`config.mk`:
```
export PLATFORM = sky130hd
export DESIGN_NAME = adc_frame_rx
export DESIGN_NICKNAME = d
export VERILOG_FILES = /design/src/rtl/adc_frame_pkg.sv /design/src/rtl/afr_edge_sync.sv /design/src/rtl/afr_slot_ctr.sv /design/src/rtl/afr_word_unpack.sv /design/src/rtl/adc_frame_rx.sv
export SDC_FILE = /design/constraint.sdc
export NUM_CORES = 1
export LEC_CHECK = 0
export CAP_MARGIN = 10
export CORE_UTILIZATION = 51
export DETAILED_ROUTE_END_ITERATION = 7
export PLACE_DENSITY = 0.77
export SETUP_SLACK_MARGIN = 0.3
export SLEW_MARGIN = 20
export SYNTH_ARGS = -nofsm -noshare
export SYNTH_HDL_FRONTEND = slang
export SYNTH_SLANG_ARGS = --single-unit
```
`constraint.sdc`:
```
create_clock -name clk -period 1.9 [get_ports clk]
set_input_delay 0.19 -clock clk [delete_from_list [all_inputs] [get_ports clk]]
set_output_delay 0.19 -clock clk [all_outputs]
set_load 0.02 [all_outputs]
```
`src/rtl/adc_frame_pkg.sv`:
```
package adc_frame_pkg;

    localparam int unsigned WORD_BITS   = 16;
    localparam int unsigned SAMPLE_BITS = 14;
    localparam int unsigned FILL_BITS   = 8;
    localparam int unsigned OUT_BITS    = 16;
    localparam int unsigned SYNC_DEPTH  = 2;

    typedef enum logic [1:0] {
        PICK_NONE   = 2'b00,
        PICK_FIRST  = 2'b01,
        PICK_SECOND = 2'b10,
        PICK_BOTH   = 2'b11
    } pick_e;

endpackage

```
`src/rtl/afr_edge_sync.sv`:
```
module afr_edge_sync #(
    parameter int unsigned STAGES = 2
) (
    input  logic clk,
    input  logic rst_n,
    input  logic sym_i,
    output logic rise_o
);

    // STAGES synchroniser flops plus one history flop for edge detection
    logic [STAGES:0] sh_d, sh_q;

    always_comb begin
        sh_d = {sh_q[STAGES-1:0], sym_i};
    end

    always_ff @(posedge clk or negedge rst_n) begin
        if (!rst_n) sh_q <= '0;
        else        sh_q <= sh_d;
    end

    assign rise_o = sh_q[STAGES-1] & ~sh_q[STAGES];

endmodule

```
`src/rtl/afr_slot_ctr.sv`:
```
module afr_slot_ctr #(
    parameter int unsigned FRAME_LEN = 48,
    parameter int unsigned CNT_W     = 6
) (
    input  logic             clk,
    input  logic             rst_n,
    input  logic             rise_i,
    output logic [CNT_W-1:0] pos_o,
    output logic             live_o
);

    localparam logic [CNT_W-1:0] LAST_POS = CNT_W'(FRAME_LEN - 1);

    typedef struct packed {
        logic             lock;
        logic [CNT_W-1:0] cnt;
    } ctr_t;

    ctr_t s_d, s_q;
    logic [CNT_W-1:0] pos;

    always_comb begin
        pos        = rise_i ? '0 : s_q.cnt;
        s_d.lock   = s_q.lock | rise_i;
        s_d.cnt    = (pos == LAST_POS) ? '0 : pos + 1'b1;
    end

    always_ff @(posedge clk or negedge rst_n) begin
        if (!rst_n) s_q <= '0;
        else        s_q <= s_d;
    end

    assign pos_o  = pos;
    assign live_o = s_q.lock | rise_i;

endmodule

```
`src/rtl/afr_word_unpack.sv`:
```
module afr_word_unpack #(
    parameter int unsigned WORD_W = 16,
    parameter int unsigned DATA_W = 14,
    parameter int unsigned FILL_W = 8,
    parameter int unsigned OUT_W  = 16,
    parameter int unsigned CNT_W  = 6
) (
    input  logic             clk,
    input  logic             rst_n,
    input  logic             live_i,
    input  logic [CNT_W-1:0] pos_i,
    input  logic             bit_i,
    input  logic [1:0]       pick_i,
    input  logic             clr_i,
    output logic [OUT_W-1:0] sample_o,
    output logic             vld_o,
    output logic             sec_o,
    output logic             err_o
);

    localparam int unsigned SPARE_W = WORD_W - DATA_W;
    localparam logic [CNT_W-1:0] W1_LAST   = CNT_W'(WORD_W - 1);
    localparam logic [CNT_W-1:0] W1_SPARE  = CNT_W'(WORD_W - SPARE_W);
    localparam logic [CNT_W-1:0] W2_FIRST  = CNT_W'(WORD_W + FILL_W);
    localparam logic [CNT_W-1:0] W2_LAST   = CNT_W'(2 * WORD_W + FILL_W - 1);
    localparam logic [CNT_W-1:0] W2_SPARE  = CNT_W'(2 * WORD_W + FILL_W - SPARE_W);

    typedef struct packed {
        logic [WORD_W-2:0] sh;
        logic [OUT_W-1:0]  smp;
        logic              vld;
        logic              sec;
        logic              err;
    } unp_t;

    unp_t s_d, s_q;

    logic              in_w1, in_w2, is_fill, is_spare, bad_bit;
    logic              done1, done2, take;
    logic [DATA_W-1:0] raw;
    logic [OUT_W-1:0]  ext;

    // at a word's last bit, the shifter holds word bits 15..1; bits 15..2 are data
    assign raw = s_q.sh[WORD_W-2 -: DATA_W];

    generate
        if (OUT_W > DATA_W) begin : g_sext
            assign ext = {{(OUT_W-DATA_W){raw[DATA_W-1]}}, raw};
        end else begin : g_trunc
            assign ext = raw[DATA_W-1 -: OUT_W];
        end
    endgenerate

    always_comb begin
        in_w1    = (pos_i <= W1_LAST);
        in_w2    = (pos_i >= W2_FIRST) && (pos_i <= W2_LAST);
        is_fill  = !in_w1 && !in_w2;
        is_spare = (in_w1 && pos_i >= W1_SPARE) || (in_w2 && pos_i >= W2_SPARE);
        bad_bit  = live_i && ((is_spare && bit_i) || (is_fill && !bit_i));
        done1    = live_i && (pos_i == W1_LAST);
        done2    = live_i && (pos_i == W2_LAST);
        take     = (done1 && pick_i[0]) || (done2 && pick_i[1]);

        s_d      = s_q;
        s_d.sh   = {s_q.sh[WORD_W-3:0], bit_i};
        s_d.vld  = take;
        if (take) begin
            s_d.smp = ext;
            s_d.sec = done2;
        end
        if (bad_bit)    s_d.err = 1'b1;
        else if (clr_i) s_d.err = 1'b0;
    end

    always_ff @(posedge clk or negedge rst_n) begin
        if (!rst_n) s_q <= '0;
        else        s_q <= s_d;
    end

    assign sample_o = s_q.smp;
    assign vld_o    = s_q.vld;
    assign sec_o    = s_q.sec;
    assign err_o    = s_q.err;

endmodule

```
`src/rtl/adc_frame_rx.sv`:
```
module adc_frame_rx
    import adc_frame_pkg::*;
#(
    parameter int unsigned WORD_W = WORD_BITS,
    parameter int unsigned DATA_W = SAMPLE_BITS,
    parameter int unsigned FILL_W = FILL_BITS,
    parameter int unsigned OUT_W  = OUT_BITS,
    parameter int unsigned SYNC_N = SYNC_DEPTH
) (
    input  logic             clk,
    input  logic             rst_n,
    input  logic             sym_clk_i,
    input  logic             sdata_i,
    input  logic [1:0]       pick_i,
    input  logic             err_clr_i,
    output logic [OUT_W-1:0] sample_o,
    output logic             sample_vld_o,
    output logic             sample_sec_o,
    output logic             frame_err_o
);

    localparam int unsigned FRAME_LEN = 2 * (WORD_W + FILL_W);
    localparam int unsigned CNT_W     = $clog2(FRAME_LEN);

    logic             rise;
    logic             live;
    logic [CNT_W-1:0] pos;

    afr_edge_sync #(.STAGES(SYNC_N)) u_sync (
        .clk    (clk),
        .rst_n  (rst_n),
        .sym_i  (sym_clk_i),
        .rise_o (rise)
    );

    afr_slot_ctr #(.FRAME_LEN(FRAME_LEN), .CNT_W(CNT_W)) u_ctr (
        .clk    (clk),
        .rst_n  (rst_n),
        .rise_i (rise),
        .pos_o  (pos),
        .live_o (live)
    );

    afr_word_unpack #(
        .WORD_W (WORD_W),
        .DATA_W (DATA_W),
        .FILL_W (FILL_W),
        .OUT_W  (OUT_W),
        .CNT_W  (CNT_W)
    ) u_unp (
        .clk      (clk),
        .rst_n    (rst_n),
        .live_i   (live),
        .pos_i    (pos),
        .bit_i    (sdata_i),
        .pick_i   (pick_i),
        .clr_i    (err_clr_i),
        .sample_o (sample_o),
        .vld_o    (sample_vld_o),
        .sec_o    (sample_sec_o),
        .err_o    (frame_err_o)
    );

endmodule

```
# Yosys cells after proc, flatten, opt, wreduce, memory -nomap -nowiden
# Index checks and enable logic that the tools add are counted.
# op_classes
addsub,1
magnitude_cmp,5
eq_ne,3
n_mux,4
bitwise_logic,3
reduce_logical,18
# ops
operator,count
$eq A6 B6 Y1 const B,2
$mux W6,2
$logic_and A1 B1 Y1,11
$add A6 B1 Y6 const B,1
$eq A6 B4 Y1 const B,1
$ge A6 B4 Y1 const B,1
$ge A6 B5 Y1 const B,1
$ge A6 B6 Y1 const B,1
$le A6 B4 Y1 const B,1
$le A6 B6 Y1 const B,1
$logic_not A1 Y1,3
$logic_or A1 B1 Y1,3
$mux W1,2
$reduce_bool A2 Y1,1
$and A1 B1 Y1,1
$not A1 Y1,1
$or A1 B1 Y1,1
# totals
register_bits,42
input_bits,7

# Logic depth before layout (Yosys ltp)
# depth
ltp_word,11
mapped_depth,6
ltp_nobuf,4

# Cells and area by module
# Synthesis repeated with hierarchy kept, for this count alone.
# hier_totals
cells_unflattened,97
hier_area_um2,1555.2
# by_module_without_submodules
mod,n_inst,cells_per_inst,area_per_inst_um2,seq_area_each_um2
afr_word_unpack,1,62,1134.8,800.8
afr_slot_ctr,1,31,331.6,175.2
afr_edge_sync,1,4,88.8,75.1

# Worst setup path after synthesis
# Ideal clock, no wire load.
# synth_timing
kind,flip-flop to flip-flop
startpoint,register u_ctr.s_q[4] (netlist bit)
endpoint,"register, netlist name u_unp.sample_o[13]"
setup_time_ps,125
t_arrival_ps,1550
slack_ps,225
path_stages_with_launch,6
n_path_buf,1
cell_sequence,dfrtp_1 -> and4bb_1 -> nand3_2 -> o22ai_4 -> buf_12 -> mux2_4
# synth_lines
item,line,rtl
from (decl),afr_slot_ctr.sv:19,"ctr_t s_d, s_q;"
from (signal assigned),afr_slot_ctr.sv:29,if (!rst_n) s_q <= '0;
from (signal assigned),afr_slot_ctr.sv:30,else s_q <= s_d;

# Worst setup path in the final report
# layout_timing
startpoint,register u_ctr.s_q[3] (netlist bit)
endpoint,register u_unp.s_q (netlist bit u_unp.sample_o[1])
# layout_via
elab_chain_cells,5
word_cells_on_any_way,8
classes_between,eq/ne (2); mux (1); reduce/logical (5)
# layout_lines
item,line,rtl
$mux W6 (*),afr_slot_ctr.sv:23,pos = rise_i ? '0 : s_q.cnt;
$eq A6 B4 Y1 or $eq A6 B6 Y1 (tied branches),"afr_word_unpack.sv:60, afr_word_unpack.sv:61",
$logic_and A1 B1 Y1 (on tied branches),"afr_word_unpack.sv:60, afr_word_unpack.sv:61",
$logic_and A1 B1 Y1,afr_word_unpack.sv:62,take = (done1 && pick_i[0]) || (done2 && pick_i[1]);
$logic_or A1 B1 Y1 (*),afr_word_unpack.sv:62,
to (signal assigned),afr_word_unpack.sv:76,if (!rst_n) s_q <= '0;
to (signal assigned),afr_word_unpack.sv:77,else s_q <= s_d;
to (decl),afr_word_unpack.sv:36,"unp_t s_d, s_q;"
# Mark *: on every way between the ends. The rest lies on a longest branch, timed or not.
# A chain may end at the register's enable or synchronous reset.

==> summary.md <==
| Metric | Value |
|---|---|
| Tmin final | 1661 ps |
| Status | complete, but fails checks |
| DRT iter0 DRCs | 19 |
| Final hold viol count | 0 |
| Comb power frac | 0.389 |
| Period utilization | 0.8741 |
| Die Wd | 56.87 um |
| Boundary Pins | 26 |
| Routed len/inst | 15.87 um |
| Post-DR vias/cell | 5.293 |
| Fin. max-slew vios | 0 |
| Sw power | 0.0008873 W |
| CTS H-Tree Depth | 2 |
| HPWL Detailed | 1536 um |
| Top-count cell post-synth | dfrtp_1 |
| Pin count of the biggest net entering global routing | 43 |
| Worst EP arrival | 1890 ps |
| VDD IR-drop max | 0.0008967 V |
| Critical R2R Launch | u_ctr.s_q[3] |
| CP Capture Type | flip-flop |
| Critical R2R Capture | u_unp.sample_o[1] |
| Pre-Repair DR Iteration Count | 6 |
| Tot Pwr | 0.002799 W |
| Ratio of cells with drive above 1 in the final layout | 0.3217 |
| Yosys top cell by area | dfrtp_1 |
| WP data required | 2130 ps |
| Number of global-route vias before repair | 974 |
| Initial antenna violation count | 0 |
| CTS clk-pin slew, worst paths | 130 ps |
| Unique masters post-synth | 29 |
| Crit-path max FO | 7 |
| Nets | 150 |
| Worst hold path type | primary input to flip-flop |
| Worst slew margin | 0.6589 |
| Sw Ratio | 0.3171 |
| Failing checks | design-rule violations |
| Fmax | 602.1 MHz |
| Antenna Nets Post-Route | 0 |
| Row count | 19 |
| Yosys top cell area share | 0.6846 |
| Flop pwr share | 0.447 |
| Unrepaired setup endpoints after global routing | true |
| Top cells by count, synth | dfrtp_1, mux2_4, nand2_1, mux2_2, nand2b_1 |
| Netlist Area Pre-Place | 0.001535 sq mm |
| Yosys warns | 0 |
| Setup_tns | 0 ps |
| Die outline area | 0.003234 sq mm |
| Avg Synthesized Cell Area | 15.67 sq um |
| CP Cell Sequence | and3b_1 > nand4b_1 > o22ai_4 > buf_6 > buf_16 > mux2_4 |
| Startpoint class of the critical path | flip-flop |
| First-pass GRT wire length | 4526 um |
| Slew @ Worst Pin | 511.6 ps |
| Hold Path Sink | u_sync.sh_q[0] |
| Starting density of the core | 0.5473 |
| FF-to-FF path depth | 6 |
| CTS tree | yes |
| PwrDens | 1351 mW/mm^2 |
| Post-route DRC | 4 |
| Post-Route Skew | 15.38 ps |
| Top post-synthesis cells by area | dfrtp_1, mux2_4, mux2_2 |
| Leakage power | 0.9874 nW |
| Worst-skew pair later-pin latency | 350 ps |
| CP max stage delay | 460 ps |
| Root Buffer Master | clkbuf_4 |
| Gpl congestion | 0.6908 |
| Sink Count | 42 |
| DRT Wirelength | 2761 um |
| Seq/Total Area, Yosys | 0.6846 |
| Layout area overhead | 34.88% |
| Clk pwr share | 0.165 |
| Mapped Nets | 106 |
| Input/output buffers | 25 |
| Seq cells post-synth | 42 |
| Via count | 921 |
| Ant. Diodes | 0 |
| Fill cell count | 190 |
| Grt ovf | 0 |
| Max-cap violations | 0 |
| Max clock buf depth | 2 |
| EDFF count, synth | 0 |
| Most used DFF post-synth | dfrtp_1 |
| Hold path start | sym_clk_i |
| Number of buffers created by CTS | 5 |
| Endpoints failing setup | 0 |
| Tot GR Track Use | 0.1957 |
| Worst R2R Setup Slack | 240 ps |
| Hold path cells | 1 |
| Asr flop ratio synth | 1.000 |
| CP Class | flip-flop to flip-flop |
| CORE AREA | 0.002805 sq mm |
| Slowest CP cell | dfrtp_2 |
| Syn Inst Count | 98 |
| Pint | 0.001911 W |
| Die height | 56.87 um |
## area by class of cell
type | count | area [sq um] | area share
flip-flops and latches | 42 | 1052 | 0.5082
multi-input cells | 51 | 496.7 | 0.2399
repair buffers | 41 | 415.4 | 0.2006
clock buffers | 6 | 51.30 | 0.02477
well taps | 31 | 38.79 | 0.01873
clock inverters | 2 | 12.51 | 0.006042
inverters | 1 | 3.754 | 0.001813
## worst max-delay path, delay by kind of cell (launching register included)
family	cells	cell delay, ps
DFF	1	460
and+or+nand+nor	2	380
muxes	1	290
buffers and inverters	2	260
AOI/OAI and AO/OA	1	160
## flip-flops by register name (all words and copies together) (netlist names)
signal,count
u_unp.err_o,1
u_unp.vld_o,1
u_unp.sample_o,14
u_sync.sh_q,3
u_unp.sec_o,1
u_unp.s_d,1
u_unp.ext,14
u_ctr.s_q,7
## cell usage in the layout (no fill, tap or decap), types with 2 or more instances in the layout
cell type        count
a21oi_1              2
buf_6                2
nor2_1               2
clkbuf_4             5
xor2_1               2
buf_4               11
dlymetal6s2s_1       3
mux2_4              14
clkdlybuf4s50_1     21
nand2b_1             3
nand4b_1             2
dfrtp_1             41
nand3_2              2
nand2_1              8
## cell families after synthesis
group | count (synthesis) | share of synthesized area
compound gates | 8 | 0.04238
xor+xnor | 2 | 0.01141
fa+ha+maj | 1 | 0.008149
buf+inv | 5 | 0.02852
flops | 42 | 0.6846
mux | 15 | 0.1288
simple gates | 25 | 0.09618
## per-layer routing
layer | global-route usage | vias up | routed length (um) | share of wire
li1 | - | 420 | - | -
met1 | 0.2445 | 470 | 1219 | 0.44
met2 | 0.3248 | 26 | 1362 | 0.49
met3 | 0.06221 | 5 | 141 | 0.051
met4 | 0.06272 | 0 | 37 | 0.013
met5 | 0 | - | 0 | 0
## per-stage QoR
step / std cells / util / hold slack (ps) / worst slack, ps / area, sq um
finish: 174 / 0.7382 / 284.8 / 239.2 / 2071
floorplan: 98 / - / -105.6 / 273.4 / 1538
detailed placement: 153 / 0.6467 / 278.2 / 79.49 / 1814
CTS: 173 / 0.7266 / 276.6 / 249.0 / 2038
global placement: 153 / 0.6467 / 270.9 / 136.5 / 1814
global route: 174 / 0.7382 / 277.8 / 183.7 / 2071
## worst max-delay path by stage
stage | to | startpoint | cells after the start
3_3_place_gp | u_unp.sample_o[9] | pick_i[1] | 6
4_1_cts | u_unp.sample_o[0] | u_ctr.s_q[3] | 6
5_1_grt | u_unp.sample_o[0] | u_ctr.s_q[5] | 6
6_report | u_unp.sample_o[1] | u_ctr.s_q[3] | 6
3_5_place_dp | u_unp.sample_o[9] | pick_i[1] | 6
2_1_floorplan | u_unp.sample_o[13] | u_ctr.s_q[5] | 5
## power by group through the flow
stage / Combinational [W] / Sequential, W / Clock, W
4_1_cts: 0.00108 / 0.00125 / 0.000476
3_3_place_gp: 0.000931 / 0.00127 / 0
3_5_place_dp: 0.000955 / 0.00128 / 0
5_1_grt: 0.00115 / 0.00127 / 0.000511
2_1_floorplan: 0.000358 / 0.00145 / 0
6_report: 0.00109 / 0.00125 / 0.000461
## timing repair
item,4_1_cts,5_1_grt
setup endpoints to repair,14,19
endpoints found under the hold margin,42,0
pin swaps,1,1
buffers inserted,10,1
gates resized for setup,15,6
gates cloned,1,0
hold buffers,1,0
Note: power is estimated with default switching activity, not from simulation.
